`config.mk`:
```
export PLATFORM = sky130hd
export DESIGN_NAME = pm_row_blend
export DESIGN_NICKNAME = d
export VERILOG_FILES = /design/src/rtl/pm_row_blend.sv
export SDC_FILE = /design/constraint.sdc
export NUM_CORES = 2
export LEC_CHECK = 0
export BUFFER_PORTS_ARGS = -buffer_cell sky130_fd_sc_hd__buf_2
export CORE_MARGIN = 5
export CORE_UTILIZATION = 65
export CTS_CLUSTER_DIAMETER = 40
export DETAILED_ROUTE_END_ITERATION = 6
export PLACE_DENSITY_LB_ADDON = 0.05
export SYNTH_ARGS = -nofsm -noshare
export SYNTH_HDL_FRONTEND = slang
export SYNTH_SLANG_ARGS = --single-unit
```
`constraint.sdc`:
```
create_clock -name clk -period 46.5 [get_ports clk]
set_input_delay 0 -clock clk [delete_from_list [all_inputs] [get_ports clk]]
set_output_delay 0 -clock clk [all_outputs]
set_load 0.01 [all_outputs]
```
`src/rtl/pm_row_blend.sv`:
```
module pm_row_blend #(
  parameter int ROW_LEN = 64,
  parameter int CNT_W   = 16,
  parameter int CH_W    = 16,
  localparam int COL_W  = $clog2(ROW_LEN),
  localparam int PIX_W  = 4 * CH_W,
  localparam int RGB_W  = 3 * CH_W,
  localparam int SUM_W  = 2 * CH_W + 2
) (
  input  logic             clk,
  input  logic             rst_n,
  input  logic             row_start,
  input  logic [COL_W-1:0] row_x1,
  input  logic [CNT_W-1:0] row_width,
  input  logic             src_valid,
  input  logic [PIX_W-1:0] src_pix,
  output logic             rd_en,
  output logic [COL_W-1:0] rd_addr,
  input  logic [RGB_W-1:0] rd_data,
  output logic             wr_en,
  output logic [COL_W-1:0] wr_addr,
  output logic [PIX_W-1:0] wr_data
);

  localparam logic [SUM_W-1:0] ONES_W = SUM_W'({CH_W{1'b1}});
  localparam logic [SUM_W-1:0] HALF_W = ONES_W >> 1;
  localparam logic [CNT_W-1:0] LEN_C  = CNT_W'(ROW_LEN);

  logic [COL_W-1:0] base_q;
  logic [CNT_W-1:0] lim_q, idx_q;
  logic             s1_v, s2_v;
  logic [COL_W-1:0] s1_addr, s2_addr;
  logic [PIX_W-1:0] s1_pix;

  wire [CNT_W:0] col_full = {{(CNT_W + 1 - COL_W){1'b0}}, base_q} + {1'b0, idx_q};
  wire           in_span  = idx_q < lim_q;
  wire           in_row   = col_full < (CNT_W + 1)'(ROW_LEN);
  wire           live     = src_valid && !row_start;

  assign rd_en   = live && in_span && in_row;
  assign rd_addr = col_full[COL_W-1:0];

  always_ff @(posedge clk or negedge rst_n) begin
    if (!rst_n) begin
      base_q <= '0;
      lim_q  <= '0;
      idx_q  <= '0;
    end else if (row_start) begin
      base_q <= row_x1;
      lim_q  <= (row_width < LEN_C) ? row_width : LEN_C;
      idx_q  <= '0;
    end else if (live && in_span) begin
      idx_q  <= idx_q + 1'b1;
    end
  end

  always_ff @(posedge clk or negedge rst_n) begin
    if (!rst_n) begin
      s1_v    <= 1'b0;
      s2_v    <= 1'b0;
      wr_en   <= 1'b0;
      s1_addr <= '0;
      s2_addr <= '0;
      wr_addr <= '0;
      s1_pix  <= '0;
    end else begin
      s1_v    <= rd_en;
      s1_addr <= rd_addr;
      s1_pix  <= src_pix;
      s2_v    <= s1_v;
      s2_addr <= s1_addr;
      wr_en   <= s2_v;
      wr_addr <= s2_addr;
    end
  end

  wire [SUM_W-1:0] inv_a = ONES_W - SUM_W'(s1_pix[3*CH_W +: CH_W]);

  for (genvar c = 0; c < 3; c++) begin : g_ch
    logic [SUM_W-1:0] num_q;
    logic [CH_W-1:0]  res_q;
    wire  [SUM_W-1:0] src_w = SUM_W'(s1_pix[c*CH_W +: CH_W]);
    wire  [SUM_W-1:0] dst_w = SUM_W'(rd_data[c*CH_W +: CH_W]);

    always_ff @(posedge clk or negedge rst_n) begin
      if (!rst_n) begin
        num_q <= '0;
        res_q <= '0;
      end else begin
        num_q <= src_w * ONES_W + dst_w * inv_a + HALF_W;
        res_q <= CH_W'(num_q / ONES_W);
      end
    end
  end

  assign wr_data = {{CH_W{1'b1}}, g_ch[2].res_q, g_ch[1].res_q, g_ch[0].res_q};

endmodule

```
==> flow_metrics.tcl <==
set metrics [dict create \
    status "finished, final reports clean" \
    cts_buffer_depth 3 \
    setup_viol 0 \
    max_stage_delay_ns 0.78 \
    cts_setup_buffers 0 \
    period_share 0.463 \
    synthCells 9366 \
    synth_edf_count 0 \
    yosysMostFrequentCell "inv_1" \
    ys_seq_area_frac 0.0851 \
    grt_first_pass_wirelength_mm 383 \
    vias 71088 \
    finalCriticalPeriod_ns 21.54 \
    skew_ns 0.0576 \
    worstSetupStartpointType "flop" \
    cts_hold_buf 166 \
    syn_avg_cell_area_um2 8.57 \
    clock-sinks 273 \
    htree_levels 3 \
    cts-resized-gates 0 \
    synthToLayoutAreaGrowth_pct 7.65 \
    ys_ff_latch 273 \
    io_pins 216 \
    initial_core_util 0.652 \
    fmax_ghz 0.0464 \
    cts.clk_slew.worst_paths_ns 0.05 \
    viasPerCell 6.33 \
    cts_tree "yes" \
    ant_nets 0 \
    yosysWarnings 0 \
    grt_usage 0.356 \
    endpoint_kind "flop" \
    critPathSlowestCell "mux2i_2" \
    grt-ovfl-total 0 \
    reg2reg_from "g_ch[1].num_q[33]" \
    setup_ws_ns 24.96 \
    dr.pass1.iters 7 \
    synth-async-reset-ratio 1.00 \
    instances_no_fill 11226 \
    worstPathMaxFanout 19 \
    reg2reg_depth 56 \
    core.rowCount 129 \
    synth.area.top_cells "fa_1, ha_1, dfrtp_1" \
    die_w_um 361 \
    wire_per_inst_um 20.8 \
    synth.distinct_cells 142 \
    grt_pass1_vias 72713 \
    final-hold-violation-count 0 \
    synth_top_area_frac 0.293 \
    routed_wl_mm 233 \
    rsz0062_at_grt "false" \
    port_buffers 199 \
    gp_congestion 0.987 \
    hp-class "primary input to flop" \
    worstHoldStart "src_pix[24]" \
    nNetsFinal 11412 \
    maxSlewHeadroom 0.138 \
    cts_buffers 71 \
    r2r_slack_ns 24.96 \
    min_to "s1_pix[24]" \
    worst_pin_slew_ns 1.29 \
    pre_cts_ws_ns 25.53 \
    startpoint "g_ch[1].num_q[33]" \
    worst_ep_required_time_ns 47.07 \
    r2r_end "g_ch[1].res_q[0]" \
    dp_cells 10914 \
    worstHoldPathCells 2 \
    syn_area_um2 80300 \
    fp.coreArea_um2 123000 \
    design.die.area_um2 131000 \
    cts-root-buf "clkbuf_16" \
    dp_hpwl_mm 187 \
    die_y_um 361 \
    synth.largest_area_cell "fa_1" \
    antenna_found_initial 18 \
    drv_slew 0 \
    grt_start_max_net_pins 66 \
    fin_setup_tns_ns 0 \
    drv_cap 0 \
    synthFlopType "dfrtp_1" \
    drc 0 \
    insertion_delay_ns 0.72 \
    path_class "flop to flop" \
    crit_arrival_ns 22.11 \
    drive_gt1_frac 0.0724 \
    drt_iter0_drc 6868 \
    synth_common_cells "inv_1, fa_1, ha_1" \
]
-- registers in the layout, summed over array words and instances (netlist names) --
name        count
g_ch.num_q    102
s1_pix         64
g_ch.res_q     48
idx_q          16
lim_q          16
base_q          6
s1_addr         6
s2_addr         6
wr_addr         6
s1_v            1
s2_v            1
wr_en           1
-- worst max-delay path: cells and delay by family, from the launching register on --
family          cells  cell delay [ns]
compound gates     23             7.71
xor+xnor            2             0.91
fa+ha+maj           1             0.26
flops               1             0.74
mux                 2             1.39
simple gates       28            10.42
-- metrics by stage --
| step | hold WS (ns) | util | instance area, µm² |
|---|---|---|---|
| floorplan | -0.296 | - | 80300 |
| global placement | -0.00437 | 0.667 | 82200 |
| detailed placement | 0.00452 | 0.667 | 82200 |
| CTS | 0.000678 | 0.701 | 86400 |
| global route | 0.0302 | 0.701 | 86400 |
| finish | 0.0488 | 0.702 | 86400 |
-- area by class of cell --
cell class                 instances  area [µm²]
antenna                           14        35.0
clock buffer                      79        1870
clock inverter                    52         631
fill                            9526       36700
inverter                        1519        5700
multi-input combinational       7251       66300
sequential                       273        6840
tap                             1637        2050
timing repair buffer             401        2950
-- cell families (layout without fill, tap and decap cells) --
kind of cell,Yosys count,after routing,share of synthesized area
fa+ha+maj,1770,1770,0.385
mux,103,103,0.0135
other cells,1,30,0.0000467
compound gates,1801,1801,0.161
buf+inv,1857,2051,0.0892
xor+xnor,350,350,0.0384
flops,273,273,0.0851
simple gates,3211,3211,0.227
-- per-layer routing --
metal | wire [µm] | global-route usage | vias to the layer above
li1 | - | - | 32228
met1 | 96900 | 0.485 | 35157
met2 | 110000 | 0.590 | 3125
met3 | 18600 | 0.0560 | 568
met4 | 7440 | 0.111 | 10
met5 | 58 | 0 | -
-- worst max path at each step --
| stage | to | cells past startpoint | slack, ns |
|---|---|---|---|
| after detailed placement | g_ch[0].res_q[0] | 57 | 25.53 |
| after global placement | g_ch[0].res_q[0] | 58 | 26.11 |
| after floorplan | g_ch[1].res_q[0] | 62 | 29.38 |
| after global routing | g_ch[1].res_q[0] | 56 | 23.33 |
| after CTS | g_ch[0].res_q[0] | 57 | 25.43 |
| final | g_ch[1].res_q[0] | 56 | 24.96 |
-- placed cells by master, fill, tap and decap left out, types with 213 or more instances in the layout --
cell,instances
inv_1,1509
fa_1,1176
ha_1,581
nand2b_1,476
nand2_1,471
nor2_1,432
a21oi_1,374
nor2b_1,373
nand3_1,274
dfrtp_1,265
xnor2_1,259
o21ai_0,237
nor3_1,213
Power is not shown: default switching activity piles up to over one toggle a cycle in this logic, so the estimate is an artifact.
